<file path="src/rtl/wbufPkg.sv">
package wbufPkg;
  typedef struct packed {
    logic latchStart;
    logic latchCount;
    logic storeData;
    logic commit;
    logic advance;
    logic retire;
    logic flush;
  } wbufStrobes_t;

  localparam logic [7:0] CMD_SETUP   = 8'hE8;
  localparam logic [7:0] CMD_CONFIRM = 8'hD0;
  localparam logic [7:0] CMD_CLEAR   = 8'h50;
endpackage

</file>
<file path="src/rtl/wbufDatapath.sv">
module wbufDatapath
  import wbufPkg::*;
#(
  parameter int ADDR_W  = 21,
  parameter int DATA_W  = 16,
  parameter int DEPTH   = 16,
  parameter int BLOCK_W = 15
) (
  input  logic              clk,
  input  logic              rstN,
  input  wbufStrobes_t      strobes,
  input  logic [ADDR_W-1:0] busAddr,
  input  logic [DATA_W-1:0] busData,
  output logic [1:0]        queued,
  output logic              addrOk,
  output logic              lastFill,
  output logic              lastProg,
  output logic              countBad,
  output logic [ADDR_W-1:0] pgmAddr,
  output logic [DATA_W-1:0] pgmData
);
  localparam int IDX_W = $clog2(DEPTH);
  localparam int SLOTS = 2;

  logic [ADDR_W-1:0] fillStart;
  logic [ADDR_W-1:0] endAddr;
  logic [IDX_W-1:0]  fillIdx;
  logic [IDX_W-1:0]  fillCnt;
  logic [IDX_W-1:0]  progIdx;
  logic              wp;
  logic              rp;
  logic              wpNext;

  logic [ADDR_W-1:0] bufStart [SLOTS];
  logic [IDX_W-1:0]  bufCnt   [SLOTS];
  logic [DATA_W-1:0] bufMem   [SLOTS][DEPTH];

  assign wpNext   = wp ^ strobes.commit;
  assign endAddr  = fillStart + ADDR_W'(busData[IDX_W-1:0]);
  assign countBad = (busData > DATA_W'(DEPTH - 1)) ||
                    (fillStart[ADDR_W-1:BLOCK_W] != endAddr[ADDR_W-1:BLOCK_W]);
  assign addrOk   = (busAddr == fillStart + ADDR_W'(fillIdx));
  assign lastFill = (fillIdx == fillCnt);
  assign lastProg = (progIdx == bufCnt[rp]);
  assign pgmAddr  = bufStart[rp] + ADDR_W'(progIdx);
  assign pgmData  = bufMem[rp][progIdx];

  // fill side and slot pointers
  always_ff @(posedge clk or negedge rstN) begin
    if (!rstN) begin
      fillStart <= '0;
      fillIdx   <= '0;
      fillCnt   <= '0;
      wp        <= 1'b0;
      rp        <= 1'b0;
      queued    <= '0;
      progIdx   <= '0;
    end else begin
      if (strobes.latchStart) fillStart <= busAddr;
      if (strobes.latchCount) begin
        fillCnt <= busData[IDX_W-1:0];
        fillIdx <= '0;
      end else if (strobes.storeData) begin
        fillIdx <= fillIdx + IDX_W'(1);
      end
      wp <= wpNext;
      if (strobes.flush) begin
        // discard everything committed, including a same-cycle commit
        rp      <= wpNext;
        queued  <= '0;
        progIdx <= '0;
      end else begin
        queued <= queued + {1'b0, strobes.commit} - {1'b0, strobes.retire};
        if (strobes.retire) begin
          rp      <= ~rp;
          progIdx <= '0;
        end else if (strobes.advance) begin
          progIdx <= progIdx + IDX_W'(1);
        end
      end
    end
  end

  // slot storage, no reset needed
  always_ff @(posedge clk) begin
    if (strobes.latchCount) begin
      bufStart[wp] <= fillStart;
      bufCnt[wp]   <= busData[IDX_W-1:0];
    end
    if (strobes.storeData) bufMem[wp][fillIdx] <= busData;
  end
endmodule

</file>
<file path="src/rtl/wbufCtrl.sv">
module wbufCtrl
  import wbufPkg::*;
#(
  parameter int PROG_CYCLES = 8
) (
  input  logic         clk,
  input  logic         rstN,
  input  logic         busWr,
  input  logic [7:0]   cmd,
  input  logic         pgmFail,
  input  logic [1:0]   queued,
  input  logic         addrOk,
  input  logic         lastFill,
  input  logic         lastProg,
  input  logic         countBad,
  output wbufStrobes_t strobes,
  output logic         pgmWr,
  output logic         bufFree,
  output logic [7:0]   status
);
  localparam int TMR_W = (PROG_CYCLES > 2) ? $clog2(PROG_CYCLES) : 1;

  typedef enum logic [1:0] {HS_IDLE, HS_COUNT, HS_DATA, HS_CONFIRM} hostState_t;

  hostState_t       hostState;
  hostState_t       hostNext;
  logic [TMR_W-1:0] timer;
  logic             seqErr;
  logic             progErr;
  logic             doAbort;
  logic             doClear;
  logic             filling;
  logic             fire;

  assign filling = (hostState == HS_DATA) || (hostState == HS_CONFIRM);
  assign bufFree = ({1'b0, queued} + {2'b00, filling}) < 3'd2;
  assign fire    = (queued != 2'd0) && (timer == TMR_W'(PROG_CYCLES - 1));
  assign pgmWr   = fire;
  assign status  = {(queued == 2'd0), 1'b0, seqErr, progErr, 4'b0000};

  always_comb begin
    hostNext = hostState;
    doAbort  = 1'b0;
    doClear  = 1'b0;
    strobes  = '0;
    if (busWr) begin
      case (hostState)
        HS_IDLE: begin
          if (cmd == CMD_SETUP && !seqErr && !progErr) begin
            strobes.latchStart = 1'b1;
            hostNext = HS_COUNT;
          end else if (cmd == CMD_CLEAR) begin
            doClear = 1'b1;
          end
        end
        HS_COUNT: begin
          if (bufFree) begin
            if (countBad) begin
              doAbort = 1'b1;
            end else begin
              strobes.latchCount = 1'b1;
              hostNext = HS_DATA;
            end
          end
        end
        HS_DATA: begin
          if (addrOk) begin
            strobes.storeData = 1'b1;
            if (lastFill) hostNext = HS_CONFIRM;
          end else begin
            doAbort = 1'b1;
          end
        end
        HS_CONFIRM: begin
          if (cmd == CMD_CONFIRM) begin
            strobes.commit = 1'b1;
            hostNext = HS_IDLE;
          end else begin
            doAbort = 1'b1;
          end
        end
      endcase
    end
    if (doAbort) hostNext = HS_IDLE;
    strobes.flush   = fire & pgmFail;
    strobes.advance = fire & ~pgmFail & ~lastProg;
    strobes.retire  = fire & ~pgmFail & lastProg;
  end

  always_ff @(posedge clk or negedge rstN) begin
    if (!rstN) begin
      hostState <= HS_IDLE;
      timer     <= '0;
      seqErr    <= 1'b0;
      progErr   <= 1'b0;
    end else begin
      hostState <= hostNext;
      if (queued == 2'd0 || fire) timer <= '0;
      else                         timer <= timer + TMR_W'(1);
      seqErr  <= (seqErr & ~doClear) | doAbort;
      progErr <= (progErr & ~doClear) | doAbort | strobes.flush;
    end
  end
endmodule

</file>
<file path="src/rtl/wbufSequencer.sv">
module wbufSequencer
  import wbufPkg::*;
#(
  parameter int ADDR_W      = 21,
  parameter int DATA_W      = 16,
  parameter int DEPTH       = 16,
  parameter int BLOCK_W     = 15,
  parameter int PROG_CYCLES = 8
) (
  input  logic              clk,
  input  logic              rstN,
  input  logic              busWr,
  input  logic [ADDR_W-1:0] busAddr,
  input  logic [DATA_W-1:0] busData,
  output logic              bufFree,
  output logic [7:0]        status,
  output logic              pgmWr,
  output logic [ADDR_W-1:0] pgmAddr,
  output logic [DATA_W-1:0] pgmData,
  input  logic              pgmFail
);
  wbufStrobes_t strobes;
  logic [1:0]   queued;
  logic         addrOk;
  logic         lastFill;
  logic         lastProg;
  logic         countBad;

  wbufCtrl #(.PROG_CYCLES(PROG_CYCLES)) u_ctrl (
    .clk(clk), .rstN(rstN), .busWr(busWr), .cmd(busData[7:0]),
    .pgmFail(pgmFail), .queued(queued), .addrOk(addrOk),
    .lastFill(lastFill), .lastProg(lastProg), .countBad(countBad),
    .strobes(strobes), .pgmWr(pgmWr), .bufFree(bufFree), .status(status)
  );

  wbufDatapath #(.ADDR_W(ADDR_W), .DATA_W(DATA_W), .DEPTH(DEPTH),
                 .BLOCK_W(BLOCK_W)) u_dp (
    .clk(clk), .rstN(rstN), .strobes(strobes), .busAddr(busAddr),
    .busData(busData), .queued(queued), .addrOk(addrOk),
    .lastFill(lastFill), .lastProg(lastProg), .countBad(countBad),
    .pgmAddr(pgmAddr), .pgmData(pgmData)
  );
endmodule

</file>
<file path="config.mk">
export PLATFORM = sky130hd
export DESIGN_NAME = wbufSequencer
export DESIGN_NICKNAME = d
export VERILOG_FILES = /design/src/rtl/wbufPkg.sv /design/src/rtl/wbufDatapath.sv /design/src/rtl/wbufCtrl.sv /design/src/rtl/wbufSequencer.sv
export SDC_FILE = /design/constraint.sdc
export NUM_CORES = 1
export LEC_CHECK = 0
export BUFFER_PORTS_ARGS = -buffer_cell sky130_fd_sc_hd__buf_4
export CORE_ASPECT_RATIO = 1.5
export CORE_MARGIN = 2
export CORE_UTILIZATION = 25
export CTS_CLUSTER_DIAMETER = 200
export CTS_CLUSTER_SIZE = 12
export DETAILED_ROUTE_END_ITERATION = 10
export GPL_TIMING_DRIVEN = 0
export PLACE_DENSITY_LB_ADDON = 0.1
export SETUP_SLACK_MARGIN = 0.3
export SYNTH_ARGS = -nofsm -noshare
export SYNTH_HDL_FRONTEND = slang
export SYNTH_SLANG_ARGS = --single-unit
</file>
<file path="constraint.sdc">
create_clock -name clk -period 5.65 [get_ports clk]
set_input_delay 0.2825 -clock clk [delete_from_list [all_inputs] [get_ports clk]]
set_output_delay 0.2825 -clock clk [all_outputs]
set_load 0.02 [all_outputs]
</file>
==> flow_metrics.tcl, run 1 <==
set metrics [dict create \
    status "complete, no violations" \
    grt_pass1_wl_microns 105000 \
    layout_common_cells "edfxtp_1 (562), mux4_2 (160), buf_4 (92)" \
    top_layer "met4" \
    die_h_microns 392 \
    critical_path.top_delay_family "simple AND/OR/NAND/NOR gates" \
    synth_seq_cells 606 \
    arrival_ps 5320 \
    numPortBuffers 81 \
    startpoint_type "flop" \
    finalCritPeriodShare_pct 89.6 \
    slew_viol_final 0 \
    power.internal_mw 7.14 \
    antenna_found_initial 0 \
    drc 0 \
    async_reset_ff_share_pct 7.26 \
    holdWs_ps 80.0 \
    vias 12802 \
    endpoint_kind "flop" \
    max_freq_mhz 197 \
    skew_ps 26.7 \
    p_total_mw 9.40 \
    core_sq_um 99700 \
    wl_per_cell_microns 26.3 \
    track_usage_pct 14.5 \
    hp-class "in -> reg" \
    seqPwrFrac_pct 52.3 \
    yosys_warnings 0 \
    rr_startpoint "u_dp.fillIdx[0]" \
    die_area_sq_um 103000 \
    worst_slack_ps 585 \
    ys_seq_area_share_pct 71.7 \
    dr_wl_met2_microns 39900 \
    cts.sinks 606 \
    stdcell_area_sq_um 30000 \
    finalNetCount 1553 \
    hold_end "u_dp.bufMem[1][79]" \
    min_from "busData[15]" \
    final_common_cell "edfxtp_1" \
    die_w_microns 263 \
    place_area_sq_um 27900 \
    r2r_end "u_dp.bufMem[1][57]" \
    path_max_fanout 16 \
    hold-path-cell-count 1 \
    fill_cells 9731 \
    place_ws_ps -1480 \
    viasPerCell 4.57 \
    clkPwrFrac_pct 37.0 \
    ir_drop_uv 241 \
    wl_microns 73900 \
    drtAntennaViolNets 0 \
    initial_core_util_pct 25.2 \
    insertion_delay_ps 630 \
    p_sw_share_pct 24.1 \
    crit_path_max_incr_delay_ps 770 \
    setup_viol 0 \
    hold_viol 0 \
    synth-main-ff-cell "edfxtp_1" \
    p_leak_nw 9.75 \
    antenna_cells 0 \
    comb_power_share_pct 10.6 \
    gp_congestion 0.753 \
    syn_avg_cell_area_sq_um 19.5 \
    wl_met3_microns 2930 \
    required_ps 5900 \
    netSwitchingPower_mw 2.26 \
    power_density_nw_per_um2 313 \
    overflow 0 \
    grt_pass1_vias 13980 \
    slew_headroom_pct 11.0 \
    cts_buffers 56 \
    critical_path_buf_inv_count 0 \
    rrSetupSlack_ps 580 \
    slowest_stage "nor2_4" \
    crit_chain "ha_1, fa_1, and3_1, nor2_1, nor3_1, xnor2_1, nand4_1, nor4_4, nand3_2, nor2_4" \
    synth_cell_type_count 65 \
    clkTransAtPathRegs_ps 70 \
    first_pass_iters 4 \
    cts_tree "yes" \
    wl_met1_microns 28400 \
    syn_inst 1286 \
    cts_root_buffer "clkbuf_16" \
    final_layout_size_suffix_gt1_share_pct 30.3 \
    synthToLayoutAreaGrowth_pct 19.6 \
    htreeDepth 2 \
    min_period_ps 5070 \
    io_pins 88 \
    synth_edf_count 562 \
    rr_worst_depth 10 \
    place_hpwl_microns 51000 \
    worst_slew_pin_slew_ps 1340 \
    grt_max_degree 45 \
    syn_area_sq_um 25100 \
    drt_iter0_markers 828 \
    crit_type "reg -> reg" \
    rsz0062_at_grt "yes" \
    max_cap_viol_count 0 \
    cts.path.max_buffers 3 \
    placementRows 142 \
]
-- synth_stat cells (13+ instances only) --
cell type	number	share of area [%]
a21oi_1	25	0.50
buf_1	13	0.19
clkbuf_1	36	0.54
dfrtp_1	44	4.4
edfxtp_1	562	67
ha_1	25	1.2
inv_1	19	0.28
mux2_2	46	2.1
mux2i_1	14	0.56
mux4_2	160	14
nand2_1	33	0.49
nand3_1	25	0.50
nor2_1	59	0.88
nor2b_1	14	0.35
o21ai_0	20	0.40
xnor2_1	33	1.2
xor2_1	24	0.84
-- layer usage --
layer	vias up	GRT usage, %
li1	5621	-
met1	6796	16.3
met2	282	27.2
met3	103	2.60
met4	0	5.27
met5	-	0
-- cell families after synthesis --
logic type,synth area share [%]
DFF,71.7
xor gates and xnor gates,1.99
muxes,17.0
adders and majority gates,1.41
AOI/OAI and AO/OA,2.28
and+or+nand+nor,4.31
buffers and inverters,1.35
other,0.0149
-- how the worst max path moves through the flow --
stage,depth (start not counted),from,slack [ps],endpoint
finish,10,u_dp.fillIdx[0],580,u_dp.bufMem[1][57]
global placement,18,u_dp.rp,-1480,pgmAddr[20]
global route,10,u_dp.fillIdx[0],270,u_dp.bufMem[1][52]
CTS,11,u_dp.fillIdx[0],130,u_dp.bufMem[0][37]
floorplan,16,u_dp.rp,980,pgmAddr[18]
detailed placement,18,u_dp.rp,-1480,pgmAddr[20]
-- power by group through the flow --
stage               clock network (mW)  logic (mW)  registers (mW)
floorplan                            0       0.554            5.01
global placement                     0        1.01            5.02
detailed placement                   0        1.02            5.02
CTS                               3.61        1.04            4.92
global route                      3.75        1.09            4.92
finish                            3.48        1.00            4.92
-- layout make-up --
type | count | area (sq um) | share of cell area (%)
buffer | 61 | 304 | 1.01
clock buffer | 78 | 1510 | 5.02
clock inverter | 3 | 26.3 | 0.0876
inverter | 20 | 75.1 | 0.250
multi-input combinational | 603 | 7040 | 23.5
sequential | 606 | 18000 | 59.9
tap | 1296 | 1620 | 5.40
timing repair buffer | 137 | 1460 | 4.85
-- metrics by stage --
| step | setup TNS, ps | util (%) | instances |
|---|---|---|---|
| final | 0 | 30.1 | 2804 |
| after global routing | 0 | 30.1 | 2804 |
| after global placement | -236110 | 27.4 | 2667 |
| after CTS | 0 | 29.9 | 2797 |
| after floorplan | 0 | - | 1290 |
| after detailed placement | -9550 | 28.0 | 2693 |
-- flip-flops by register name, summed over array words and instances (netlist names) --
signal            flops
u_dp.bufMem         512
u_dp.fillIdx          4
u_dp.fillStart       21
u_ctrl.hostState      2
u_ctrl.timer          3
u_dp.wp               1
u_dp.rp               1
u_dp.bufStart        42
u_ctrl.progErr        1
u_dp.queued           2
u_dp.bufCnt           8
u_ctrl.seqErr         1
u_dp.fillCnt          4
u_dp.progIdx          4
-- repair_timing --
item / in CTS / in global routing
setup endpoints to repair: 203 / 382
cloned: 0 / 0
resized for setup: 18 / 26
pin swaps: 1 / 7
hold buffers: 22 / 0
endpoints found under the hold margin: 65 / 0
setup buffers: 1 / 7
No activity file was read; power rests on OpenSTA's default activity.
==> run 2, diff against run 1 <==
--- a/config.mk
+++ b/config.mk
@@ -13,7 +13,7 @@
 export CTS_CLUSTER_SIZE = 12
 export DETAILED_ROUTE_END_ITERATION = 10
 export GPL_TIMING_DRIVEN = 0
-export PLACE_DENSITY_LB_ADDON = 0.1
+export PLACE_DENSITY_LB_ADDON = 0.05
 export SETUP_SLACK_MARGIN = 0.3
 export SYNTH_ARGS = -nofsm -noshare
 export SYNTH_HDL_FRONTEND = slang
==> flow_metrics.tcl, run 2 (synthesized netlist as in run 1, its figures left out) <==
set metrics [dict create \
    finalCritPeriodShare_pct 93.6 \
    endpoint_kind "flop" \
    arrival_ps 5620 \
    rr_worst_depth 11 \
    slew_viol_final 0 \
    cts_root_buffer "clkbuf_16" \
    insertion_delay_ps 630 \
    core_sq_um 99700 \
    hold-path-cell-count 3 \
    seqPwrFrac_pct 52.4 \
    cts_tree "yes" \
    wl_per_cell_microns 27.5 \
    clkPwrFrac_pct 36.8 \
    antenna_found_initial 0 \
    initial_core_util_pct 25.2 \
    met1_usage_pct 17.5 \
    critical_path_buf_inv_count 1 \
    p_sw_share_pct 24.3 \
    die_area_sq_um 103000 \
    slew_headroom_pct 9.85 \
    ir_drop_uv 212 \
    numPortBuffers 81 \
    slowest_stage "nand3_1" \
    place_hpwl_microns 53800 \
    cts.sinks 606 \
    cts.path.max_buffers 3 \
    first_pass_iters 4 \
    drt_iter0_markers 837 \
    place_inst 2694 \
    reg_top3 "u_dp.bufMem (512), u_dp.bufStart (42), u_dp.fillStart (21)" \
    setup_viol 0 \
    die_h_microns 392 \
    htreeDepth 2 \
    use_met3_pct 2.19 \
    largest_reg_flops 512 \
    p_leak_nw 9.77 \
    worst-path-stages 11 \
    wl_microns 77100 \
    drtAntennaViolNets 0 \
    worst_slew_pin_slew_ps 1350 \
    crit_chain "ha_1, fa_1, and3_1, nor2_1, nor3_1, xnor2_1, nand4_1, nor4_4, nand3_1, nor2_4, buf_16" \
    max_freq_mhz 189 \
    drc 0 \
    placementRows 142 \
    regMostFlops "u_dp.bufMem" \
    gp_congestion 0.732 \
    final_layout_size_suffix_gt1_share_pct 30.4 \
    die_w_microns 263 \
    status "complete, no violations" \
    io_pins 88 \
    final-instance-count-excl-fill 2808 \
    min_period_ps 5290 \
    layout_common_cells "edfxtp_1 (562), mux4_2 (160), buf_4 (96)" \
    hp-class "in -> reg" \
    critical_path.top_delay_family "simple AND/OR/NAND/NOR gates" \
    grt_pass1_vias 13661 \
    overflow 0 \
    grt_pass1_wl_microns 107000 \
    crit_path_max_incr_delay_ps 760 \
    max_cap_viol_count 0 \
    power_density_nw_per_um2 313 \
    crit_type "reg -> reg" \
    viasPerCell 4.57 \
    vias 12826 \
    skew_ps 24.1 \
    netSwitchingPower_mw 2.29 \
    cts_buffers 56 \
    antenna_cells 0 \
    path_max_fanout 9 \
    fill_cells 9765 \
    final_common_cell "edfxtp_1" \
    power.internal_mw 7.11 \
    startpoint_type "flop" \
    holdWs_ps 72.4 \
    track_usage_pct 15.0 \
    clkTransAtPathRegs_ps 70 \
    comb_power_share_pct 10.8 \
    grt_max_degree 45 \
    busiest_layer "met2" \
    hold_viol 0 \
    synthToLayoutAreaGrowth_pct 19.6 \
    grtUsageMet2_pct 28.6 \
    rsz0062_at_grt "yes" \
    finalNetCount 1559 \
    required_ps 5990 \
]
==> run 2: changes by cell type in the layout (fill, tap and decap cells not counted), sizes merged <==
cell    previous run  this run
buf              139       143
clkinv             2         3
inv               21        20
==> run 2: cell type report <==
cell class	instances	area, sq um	area share [%]
plain buffers	61	305	1.02
clock buffers	76	1480	4.92
clock inverters	3	33.8	0.113
inverters	20	75.1	0.250
multi-input cells	603	6990	23.3
flip-flops and latches	606	18000	59.9
well taps	1296	1620	5.41
repair buffers	143	1510	5.04
==> run 2: per-stage QoR <==
| step | setup slack (ps) | power [mW] | cell area, sq um | TNS, ps | utilization (%) |
|---|---|---|---|---|---|
| global route | 121 | 9.76 | 30000 | 0 | 30.1 |
| detailed placement | -1540 | 6.06 | 28000 | -9860 | 28.1 |
| floorplan | 977 | 5.57 | 25100 | 0 | - |
| CTS | 154 | 9.60 | 29900 | 0 | 30.0 |
| finish | 364 | 9.40 | 30000 | 0 | 30.1 |
| global placement | -1550 | 6.05 | 27300 | -265410 | 27.4 |
==> run 2: worst paths after layout <==
kind | from | end | slack [ps]
max reg2reg | u_dp.fillIdx[0] | u_dp.bufMem[1][25] | 360
min | busWr | u_dp.wp | 70
max | u_dp.fillIdx[0] | u_dp.bufMem[1][25] | 360
max in group asynchronous | rstN | u_dp.fillCnt[1] | 4940
min reg2reg | u_ctrl.timer[0] | u_ctrl.timer[0] | 440
min in group asynchronous | rstN | u_dp.fillStart[19] | 230
==> run 2: power by group through the flow <==
stage               Combinational (mW)  Sequential, mW  Clock (mW)
floorplan                        0.554            5.01           0
CTS                               1.06            4.92        3.62
finish                            1.02            4.92        3.46
detailed placement                1.04            5.02           0
global placement                  1.03            5.02           0
global route                      1.09            4.92        3.74
==> run 2: tightest hold or removal path, delay by kind of cell <==
family,cells,cell delay (ps)
buffers and inverters,1,140
xor gates and xnor gates,1,100
and+or+nand+nor,1,130
==> run 2: timing repair <==
item                       CTS  global route
setup endpoints to repair  220           226
pin swaps                    7             1
hold buffers                22             0
gates resized for setup     19            11
hold endpoints to repair    65             0
gates cloned                 0             0
setup buffers               12             1
==> run 2: routing by layer <==
| metal | up-vias | wire length [microns] |
|---|---|---|
| li1 | 5634 | - |
| met1 | 6877 | 30600 |
| met2 | 238 | 42100 |
| met3 | 77 | 2580 |
| met4 | 0 | 1870 |
| met5 | - | 0 |
